$ cat src/rtl/alu8_pkg.sv
package alu8_pkg;
  typedef enum logic [3:0] {
    OP_ADD  = 4'd0,
    OP_SUB  = 4'd1,
    OP_AND  = 4'd2,
    OP_OR   = 4'd3,
    OP_XOR  = 4'd4,
    OP_COM  = 4'd5,
    OP_INC  = 4'd6,
    OP_DEC  = 4'd7,
    OP_ROL  = 4'd8,
    OP_ROR  = 4'd9,
    OP_SWAP = 4'd10
  } alu_op_e;

  localparam int unsigned NFLAGS = 3;
  localparam int unsigned FL_C   = 0;
  localparam int unsigned FL_DC  = 1;
  localparam int unsigned FL_Z   = 2;
endpackage

$ cat src/rtl/alu8_arith.sv
module alu8_arith #(
  parameter int unsigned W = 8
) (
  input  logic         clk_i,
  input  logic         rst_ni,
  input  logic         sub_i,
  input  logic [W-1:0] a_i,
  input  logic [W-1:0] b_i,
  output logic [W-1:0] sum_o,
  output logic         co_o,
  output logic         hc_o
);
  localparam int unsigned NIB = W / 2;

  logic [W-1:0]   opa;
  logic [NIB:0]   cin_ext;
  logic [NIB:0]   lo;
  logic [W-NIB:0] hi;
  logic [W-NIB:0] hc_ext;

  // b - a computed as b + ~a + 1; carries then mean "no borrow"
  assign opa     = sub_i ? ~a_i : a_i;
  assign cin_ext = {{NIB{1'b0}}, sub_i};
  assign lo      = {1'b0, b_i[NIB-1:0]} + {1'b0, opa[NIB-1:0]} + cin_ext;
  assign hc_ext  = {{(W-NIB){1'b0}}, lo[NIB]};
  assign hi      = {1'b0, b_i[W-1:NIB]} + {1'b0, opa[W-1:NIB]} + hc_ext;

  assign sum_o = {hi[W-NIB-1:0], lo[NIB-1:0]};
  assign co_o  = hi[W-NIB];
  assign hc_o  = lo[NIB];

  a_r2_add_sum: assert property (@(posedge clk_i) disable iff (!rst_ni)
    !sub_i |-> ({co_o, sum_o} == ({1'b0, a_i} + {1'b0, b_i})));
  a_r3_sub_borrow: assert property (@(posedge clk_i) disable iff (!rst_ni)
    sub_i |-> (co_o == (b_i >= a_i)) && (hc_o == (b_i[NIB-1:0] >= a_i[NIB-1:0])));
endmodule

$ cat src/rtl/alu8_unit.sv
module alu8_unit
  import alu8_pkg::*;
#(
  parameter int unsigned W = 8
) (
  input  alu_op_e      op_i,
  input  logic [W-1:0] a_i,
  input  logic [W-1:0] b_i,
  input  logic         c_i,
  output logic [W-1:0] res_o,
  output logic         cout_o
);
  localparam int unsigned NIB = W / 2;

  always_comb begin
    cout_o = 1'b0;
    unique case (op_i)
      OP_AND:  res_o = b_i & a_i;
      OP_OR:   res_o = b_i | a_i;
      OP_XOR:  res_o = b_i ^ a_i;
      OP_COM:  res_o = ~b_i;
      OP_INC:  res_o = b_i + W'(1);
      OP_DEC:  res_o = b_i - W'(1);
      OP_ROL: begin
        res_o  = {b_i[W-2:0], c_i};
        cout_o = b_i[W-1];
      end
      OP_ROR: begin
        res_o  = {c_i, b_i[W-1:1]};
        cout_o = b_i[0];
      end
      OP_SWAP: res_o = {b_i[NIB-1:0], b_i[W-1:NIB]};
      default: res_o = b_i;
    endcase
  end
endmodule

$ cat src/rtl/alu8_flags.sv
module alu8_flags
  import alu8_pkg::*;
(
  input  logic              clk_i,
  input  logic              rst_ni,
  input  logic              upd_i,
  input  logic [NFLAGS-1:0] mask_i,
  input  logic [NFLAGS-1:0] en_i,
  input  logic [NFLAGS-1:0] new_i,
  output logic [NFLAGS-1:0] nxt_o,
  output logic [NFLAGS-1:0] q_o
);
  logic [NFLAGS-1:0] wmask;
  logic [NFLAGS-1:0] flags_q;

  assign wmask = mask_i & en_i;
  assign nxt_o = (new_i & wmask) | (flags_q & ~wmask);
  assign q_o   = flags_q;

  always_ff @(posedge clk_i or negedge rst_ni) begin
    if (!rst_ni)    flags_q <= '0;
    else if (upd_i) flags_q <= nxt_o;
  end

  a_r10_hold: assert property (@(posedge clk_i) disable iff (!rst_ni)
    !upd_i |=> $stable(flags_q));
  a_r10_load: assert property (@(posedge clk_i) disable iff (!rst_ni)
    upd_i |=> flags_q == $past(nxt_o));
  a_r9_gated: assert property (@(posedge clk_i) disable iff (!rst_ni)
    ((~en_i & (nxt_o ^ flags_q)) == '0));
endmodule

$ cat src/rtl/alu8_core.sv
module alu8_core
  import alu8_pkg::*;
#(
  parameter int unsigned W = 8
) (
  input  logic              clk_i,
  input  logic              rst_ni,
  input  logic [3:0]        op_i,
  input  logic [W-1:0]      w_i,
  input  logic [W-1:0]      f_i,
  input  logic              c_i,
  input  logic [NFLAGS-1:0] flag_en_i,
  input  logic              upd_i,
  output logic [W-1:0]      result_o,
  output logic [NFLAGS-1:0] flags_nxt_o,
  output logic [NFLAGS-1:0] flags_o
);
  alu_op_e           op;
  logic              is_arith;
  logic [W-1:0]      sum;
  logic              co, hc;
  logic [W-1:0]      unit_res;
  logic              unit_co;
  logic [NFLAGS-1:0] mask;
  logic [NFLAGS-1:0] new_flags;

  assign op       = alu_op_e'(op_i);
  assign is_arith = (op == OP_ADD) || (op == OP_SUB);

  alu8_arith #(.W(W)) u_arith (
    .clk_i (clk_i),
    .rst_ni(rst_ni),
    .sub_i (op == OP_SUB),
    .a_i   (w_i),
    .b_i   (f_i),
    .sum_o (sum),
    .co_o  (co),
    .hc_o  (hc)
  );

  alu8_unit #(.W(W)) u_unit (
    .op_i  (op),
    .a_i   (w_i),
    .b_i   (f_i),
    .c_i   (c_i),
    .res_o (unit_res),
    .cout_o(unit_co)
  );

  assign result_o = is_arith ? sum : unit_res;

  always_comb begin
    mask = '0;
    case (op)
      OP_ADD, OP_SUB:                mask = 3'b111;
      OP_AND, OP_OR, OP_XOR, OP_COM,
      OP_INC, OP_DEC:                mask[FL_Z] = 1'b1;
      OP_ROL, OP_ROR:                mask[FL_C] = 1'b1;
      default:                       mask = '0;
    endcase
  end

  always_comb begin
    new_flags        = '0;
    new_flags[FL_Z]  = (result_o == '0);
    new_flags[FL_DC] = hc;
    new_flags[FL_C]  = is_arith ? co : unit_co;
  end

  alu8_flags u_flags (
    .clk_i (clk_i),
    .rst_ni(rst_ni),
    .upd_i (upd_i),
    .mask_i(mask),
    .en_i  (flag_en_i),
    .new_i (new_flags),
    .nxt_o (flags_nxt_o),
    .q_o   (flags_o)
  );

  a_r4_zero: assert property (@(posedge clk_i) disable iff (!rst_ni)
    (op_i < 4'd8 && flag_en_i[FL_Z]) |-> flags_nxt_o[FL_Z] == (result_o == '0));
  a_r7_rot_only_c: assert property (@(posedge clk_i) disable iff (!rst_ni)
    (op_i == 4'd8 || op_i == 4'd9) |-> flags_nxt_o[FL_Z:FL_DC] == flags_o[FL_Z:FL_DC]);
  a_r8_swap_flags: assert property (@(posedge clk_i) disable iff (!rst_ni)
    (op_i >= 4'd10) |-> flags_nxt_o == flags_o);
endmodule

$ cat config.mk
export PLATFORM = sky130hd
export DESIGN_NAME = alu8_core
export DESIGN_NICKNAME = d
export VERILOG_FILES = /design/src/rtl/alu8_pkg.sv /design/src/rtl/alu8_arith.sv /design/src/rtl/alu8_unit.sv /design/src/rtl/alu8_flags.sv /design/src/rtl/alu8_core.sv
export SDC_FILE = /design/constraint.sdc
export NUM_CORES = 1
export LEC_CHECK = 0
export BUFFER_PORTS_ARGS = -buffer_cell sky130_fd_sc_hd__buf_2
export CAP_MARGIN = 20
export CORE_MARGIN = 1.5
export CORE_UTILIZATION = 46
export DETAILED_ROUTE_END_ITERATION = 10
export HOLD_SLACK_MARGIN = 0.02
export PLACE_DENSITY_LB_ADDON = 0.12
export SETUP_SLACK_MARGIN = 0.1
export SYNTH_ARGS = -nofsm -noshare
export SYNTH_HDL_FRONTEND = slang
export SYNTH_SLANG_ARGS = --single-unit
$ cat constraint.sdc
create_clock -name clk_i -period 3.6 [get_ports clk_i]
set_input_delay 0.36 -clock clk_i [delete_from_list [all_inputs] [get_ports clk_i]]
set_output_delay 0.36 -clock clk_i [all_outputs]
set_load 0.02 [all_outputs]
==> flow_metrics.tcl, run 1 <==
set metrics [dict create \
    critical_path_class "in2out" \
    largest_reg_flops 3 \
    max_slew_margin 0.675 \
    post_drt_wl_per_cell_um 17.4 \
    drt_iter0_drc 267 \
    synth-seq-area-share 0.0371 \
    async_flop_share 1.00 \
    maxCapViolations 0 \
    drv_slew 0 \
    clk_pin_slew_ns 0.03 \
    synth_flop_cell "dfrtp_1" \
    clkPwrFrac 0.157 \
    num_vias 2359 \
    p_int_mw 0.350 \
    avgViaCountPerCell 5.97 \
    ir_worst_vdd_mv 0.152 \
    p_sw_frac 0.454 \
    start_kind "primary input" \
    insertion_delay_ns 0.22 \
    power.switching_mw 0.291 \
    min_path_type "in2reg" \
    power_frac_comb 0.761 \
    routed.top_layer "met4" \
    fin_setup_tns_ns -1.51 \
    status "finished, violations left" \
    syn_nets 328 \
    failed_checks "negative setup slack" \
    routed_wl_um 6880 \
    fp-row-count 23 \
    fin_ws_ns -0.556 \
    grt_pass1_vias 2219 \
    syn_inst 275 \
    end_kind "primary output" \
    multiInputGateArea_sq_mm 0.00184 \
    seq_power_share 0.082 \
    fmax_ghz 0.241 \
    routed-wl-met3_um 498 \
    synth_common_cells "a21oi_1 (24), ha_1 (23), inv_1 (23)" \
    start_util 0.492 \
    cts_buffers 3 \
    clock_path_buffers 2 \
    syn_area_per_cell_sq_um 7.36 \
    clkSinkCount 3 \
    rsz0062_at_grt "yes" \
    arrival_ns 3.80 \
    wl_met2_um 3290 \
    io_pins 41 \
    core_sq_mm 0.00412 \
    syn_area_sq_mm 0.00202 \
    htree_levels 1 \
    dp_hpwl_um 4680 \
    drcViolationCount 0 \
    yosys-top-cells-area "ha_1 (14%), xnor2_1 (6.1%), a21oi_1 (5.9%)" \
    grt_usage 0.276 \
    gp_congestion 0.904 \
    root_buffer "clkbuf_8" \
    grt_pass1_wl_um 11100 \
    grt_start_max_net_pins 49 \
    fillers 362 \
    io_buffers 40 \
    min_period_over_period 1.15 \
    p_leak_nw 1.30 \
    setup_violations 5 \
    cts_tree "done" \
    num_antenna_cells 0 \
    die_h_um 69.3 \
    synth_top_area_share 0.142 \
    wl_met1_um 3030 \
    dr.pass1.iters 5 \
    power_mw 0.641 \
    synth_most_common_cell "a21oi_1" \
    cp.required_ns 3.24 \
    p_per_area_mw_per_mm2 232 \
    postRouteAntennaNets 0 \
    final_layout_size_suffix_gt1_frac 0.357 \
    ys_ff_latch 3 \
    hold_violations 0 \
    die_x_um 69.3 \
    ff_latch_area_sq_um 75.1 \
    tightest_slew_ns 0.488 \
    antenna_found_initial 0 \
    synth_edf_count 0 \
    post_synth_num_cell_types 60 \
    gr-total-overflow 0 \
    syn_to_final_growth_pct 36.8 \
    fin_crit_ns 4.16 \
    synth.largest_area_cell "ha_1" \
    fin_skew_ns 0 \
    path_max_fanout 5 \
    yosysWarnings 0 \
    final_nets 399 \
    die-area_sq_mm 0.00481 \
]
-- through the flow --
stage	std cells	hold WS, ns	instance area [sq um]	setup WS (ns)	util
2_1_floorplan	275	0.0644	2090	-0.285	-
3_3_place_gp	378	0.162	2470	-0.460	0.600
3_5_place_dp	378	0.165	2470	-0.519	0.600
4_1_cts	390	0.437	2660	-0.476	0.646
5_1_grt	395	0.456	2770	-0.673	0.673
6_report	395	0.445	2770	-0.556	0.673
-- repair_timing --
item / in CTS / in global routing
gates cloned: 0 / 0
setup endpoints to repair: 5 / 7
buffers inserted: 10 / 7
hold buffers: 1 / 0
hold endpoints to repair: 3 / 0
pin swaps: 20 / 20
gates resized for setup: 23 / 12
-- cell type report --
cell class                 instances  share of cell area
timing repair buffer              90               0.236
tap                               50              0.0226
inverter                          24              0.0325
sequential                         3              0.0271
multi-input combinational        224               0.665
clock buffer                       4              0.0163
-- layer usage --
metal | GRT usage | vias up
met5 | 0 | -
met4 | 0.0479 | 0
met3 | 0.0247 | 6
met2 | 0.454 | 112
met1 | 0.395 | 1087
li1 | - | 1154
-- final timing paths --
check / startpoint / end / slack [ns] / depth (start not counted)
worst min-delay path: upd_i / u_flags.q_o[0] / 0.44 / 2
worst max-delay path: op_i[1] / flags_nxt_o[2] / -0.56 / 15
max in group asynchronous: rst_ni / u_flags.q_o[1] / 2.99 / 2
worst max register to register: u_flags.q_o[0] / u_flags.q_o[0] / 2.58 / 2
min in group asynchronous: rst_ni / u_flags.q_o[0] / 0.49 / 2
worst min register to register: u_flags.q_o[0] / u_flags.q_o[0] / 0.52 / 1
-- power groups by stage --
stage,logic (mW),clock network [mW],registers [mW]
6_report,0.488,0.101,0.0528
5_1_grt,0.525,0.105,0.0552
4_1_cts,0.449,0.101,0.0527
3_5_place_dp,0.403,0,0.0530
3_3_place_gp,0.399,0,0.0529
2_1_floorplan,0.253,0,0.0675
-- logic make-up (layout without fill, tap and decap cells) --
logic type | after synthesis | after routing | synth area share
compound gates | 91 | 91 | 0.315
simple gates | 83 | 83 | 0.240
flops | 3 | 3 | 0.0371
mux | 8 | 8 | 0.0414
xor+xnor | 16 | 16 | 0.0693
fa+ha+maj | 26 | 26 | 0.172
buf+inv | 48 | 118 | 0.126
-- critical path: stages --
cell	delay, ns
buf_8	0.10
nor4b_4	0.31
buf_12	0.17
xnor2_4	0.13
ha_4	0.23
a21o_1	0.18
a21oi_2	0.18
fa_2	0.25
inv_2	0.06
fa_2	0.39
xor2_1	0.15
o221a_2	0.30
or4_4	0.45
o41ai_4	0.35
buf_4	0.19
-- cell usage in the layout, fill, tap and decap left out, types with 4 or more instances in the layout --
| cell type | count |
|---|---|
| a31oi_1 | 5 |
| a21oi_1 | 22 |
| mux2i_1 | 5 |
| buf_4 | 45 |
| inv_1 | 20 |
| nor2_1 | 14 |
| ha_1 | 22 |
| buf_2 | 33 |
| inv_2 | 4 |
| nand2_1 | 16 |
| a32oi_1 | 4 |
| nor3_1 | 10 |
| nand3b_1 | 4 |
| nand3_1 | 6 |
| o21ai_0 | 12 |
| buf_6 | 8 |
| nand2b_1 | 6 |
| and3_1 | 5 |
| o211ai_1 | 4 |
| xnor2_1 | 10 |
| a21o_1 | 7 |
(Power assumes the default switching activity.)
==> run 2: changes to the inputs <==
--- a/config.mk
+++ b/config.mk
@@ -8,7 +8,7 @@
 export BUFFER_PORTS_ARGS = -buffer_cell sky130_fd_sc_hd__buf_2
 export CAP_MARGIN = 20
 export CORE_MARGIN = 1.5
-export CORE_UTILIZATION = 46
+export CORE_UTILIZATION = 35
 export DETAILED_ROUTE_END_ITERATION = 10
 export HOLD_SLACK_MARGIN = 0.02
 export PLACE_DENSITY_LB_ADDON = 0.12
@@ -16,3 +16,4 @@
 export SYNTH_ARGS = -nofsm -noshare
 export SYNTH_HDL_FRONTEND = slang
 export SYNTH_SLANG_ARGS = --single-unit
+export TNS_END_PERCENT = 100
==> constraint.sdc (replaced) <==
create_clock -name clk_i -period 4.25 [get_ports clk_i]
set_input_delay 0.425 -clock clk_i [delete_from_list [all_inputs] [get_ports clk_i]]
set_output_delay 0.425 -clock clk_i [all_outputs]
set_load 0.02 [all_outputs]
==> run 2 against run 1 <==
Effect of this change:
- the flow now finishes without violations
- final cell count decreased by 2.5%
- total power decreased by 29%
- design area decreased by 14%
- critical path type unchanged
==> flow_metrics.tcl, run 2 (synthesized netlist as in run 1, its figures left out) <==
set metrics [dict create \
    status "finished, final reports clean" \
    max_stage_delay_ns 0.44 \
    final_cell_mix "buf_2 (39), a21oi_1 (23), ha_1 (23), inv_1 (22), buf_4 (18)" \
    critical_path_class "in2out" \
    cp.depth 17 \
    fin_ws_ns 0.0368 \
    antenna_found_initial 0 \
    insertion_delay_ns 0.21 \
    cp_cell_sequence "buf_2 -> nor4b_2 -> buf_4 -> xnor2_2 -> inv_1 -> fa_2 -> inv_1 -> a21o_1 -> a21oi_2 -> fa_2 -> inv_2 -> fa_2 -> xor2_1 -> o221a_2 -> or4_4 -> o41ai_4 -> buf_4" \
    grtUsageMet3 0.0218 \
    post-cts-setup-buffers 0 \
    grt_usage 0.221 \
    cp.required_ns 3.83 \
    min_path_type "in2reg" \
    stdcell_count 385 \
    num_antenna_cells 0 \
    cp-startpoint "op_i[3]" \
    min_path_cells 2 \
    dr.pass1.iters 5 \
    post_drt_wl_per_cell_um 17.5 \
    busiest_layer "met2" \
    tightest_slew_ns 0.794 \
    arrival_ns 3.79 \
    fin_crit_ns 4.21 \
    drv_slew 0 \
    ir_worst_vdd_mv 0.0856 \
    rsz0062_at_grt "yes" \
    cts_buffers 3 \
    die-area_sq_mm 0.00625 \
    cts_tree "done" \
    drcViolationCount 0 \
    num_vias 2182 \
    r2r_start "u_flags.q_o[0]" \
    end_kind "primary output" \
    pre_cts_slack_ns -0.0687 \
    syn_to_final_growth_pct 17.4 \
    gr-total-overflow 0 \
    dp.cells 380 \
    drt_iter0_drc 201 \
    die_x_um 79.0 \
    core_sq_mm 0.00554 \
    routed_wl_um 6740 \
    r2r_slack_ns 3.19 \
    clk_pin_slew_ns 0.03 \
    fmax_ghz 0.237 \
    critPathSlowestCell "or4_4" \
    finalHoldWorstSlack_ns 0.505 \
    die_h_um 79.0 \
    htree_levels 1 \
    clock_path_buffers 2 \
    final_nets 367 \
    maxCapViolations 0 \
    met1_usage 0.326 \
    mostFrequentLayoutCell "buf_2" \
    setup_violations 0 \
    clkSinkCount 3 \
    fp-row-count 27 \
    grt_pass1_wl_um 10900 \
    dp_hpwl_um 5010 \
    hold_violations 0 \
    fin_skew_ns 0 \
    postRouteAntennaNets 0 \
    min_period_over_period 0.991 \
    io_buffers 40 \
    io_pins 41 \
    hp-start "upd_i" \
    fillers 594 \
    avgViaCountPerCell 5.67 \
    path_max_fanout 5 \
    rr_worst_depth 2 \
    start_util 0.365 \
    globalRouteMet2Util 0.338 \
    crit_family "compound AO/OA/AOI/OAI gates" \
    largest_reg_flops 3 \
    grt_start_max_net_pins 49 \
    p_leak_nw 1.08 \
    start_kind "primary input" \
    root_buffer "clkbuf_8" \
    worst_path_most_repeated_cell "fa_2" \
    final_layout_size_suffix_gt1_frac 0.256 \
    grt_pass1_vias 2052 \
    gp_congestion 0.880 \
    max_slew_margin 0.467 \
    critPathBufInv 6 \
    p_per_area_mw_per_mm2 193 \
]
[run 2: cell types whose count changed in the layout (fill, tap and decap cells not counted), sizes merged]
cell | before | now
buf | 89 | 57
[run 2: stage by stage]
stage          TNS (ns)  utilization  total power [mW]  instance area [sq um]
2_1_floorplan         0            -             0.267                   2050
4_1_cts               0        0.427             0.458                   2370
6_report              0        0.429             0.458                   2370
5_1_grt          -0.134        0.429             0.495                   2370
3_5_place_dp    -0.0687        0.416             0.369                   2300
3_3_place_gp    -0.0189        0.416             0.367                   2300
[run 2: path summary, 6_finish.rpt]
kind / endpoint
max in group asynchronous: u_flags.q_o[2]
max: flags_nxt_o[2]
max reg2reg: u_flags.q_o[0]
min: u_flags.q_o[0]
min in group asynchronous: u_flags.q_o[0]
min reg2reg: u_flags.q_o[0]
[run 2: final cells by class]
| cell class | count | area (sq um) | area share |
|---|---|---|---|
| Tap cell | 72 | 90.1 | 0.0379 |
| Sequential cell | 3 | 75.1 | 0.0316 |
| Clock buffer | 4 | 45.0 | 0.0190 |
| Timing Repair Buffer | 58 | 340 | 0.143 |
| Multi-Input combinational cell | 224 | 1730 | 0.730 |
| Inverter | 24 | 90.1 | 0.0379 |
[run 2: power breakdown]
part / leakage [nW] / internal (mW) / switching (mW) / total (mW)
logic: 1.02 / 0.131 / 0.197 / 0.328
registers: 0.0376 / 0.0386 / 0.00809 / 0.0467
clock network: 0.0228 / 0.0641 / 0.0197 / 0.0838
[run 2: timing repair]
| action | CTS | global route |
|---|---|---|
| hold endpoints to repair | 3 | 0 |
| endpoints found under the setup margin | 1 | 1 |
| pin swaps | 1 | 7 |
| hold buffers | 1 | 0 |
| gates resized for setup | 4 | 1 |
[run 2: worst reg2reg max path, stage by stage (launching register included)]
cell     delay [ns]
dfrtp_1        0.39
mux2_2         0.29
mux2_2         0.26
[run 2: metal layers]
metal  up-vias  share of wire
li1       1090              -
met5         -              0
met4         0         0.0021
met2        70           0.46
met3         2          0.051
met1      1020           0.48
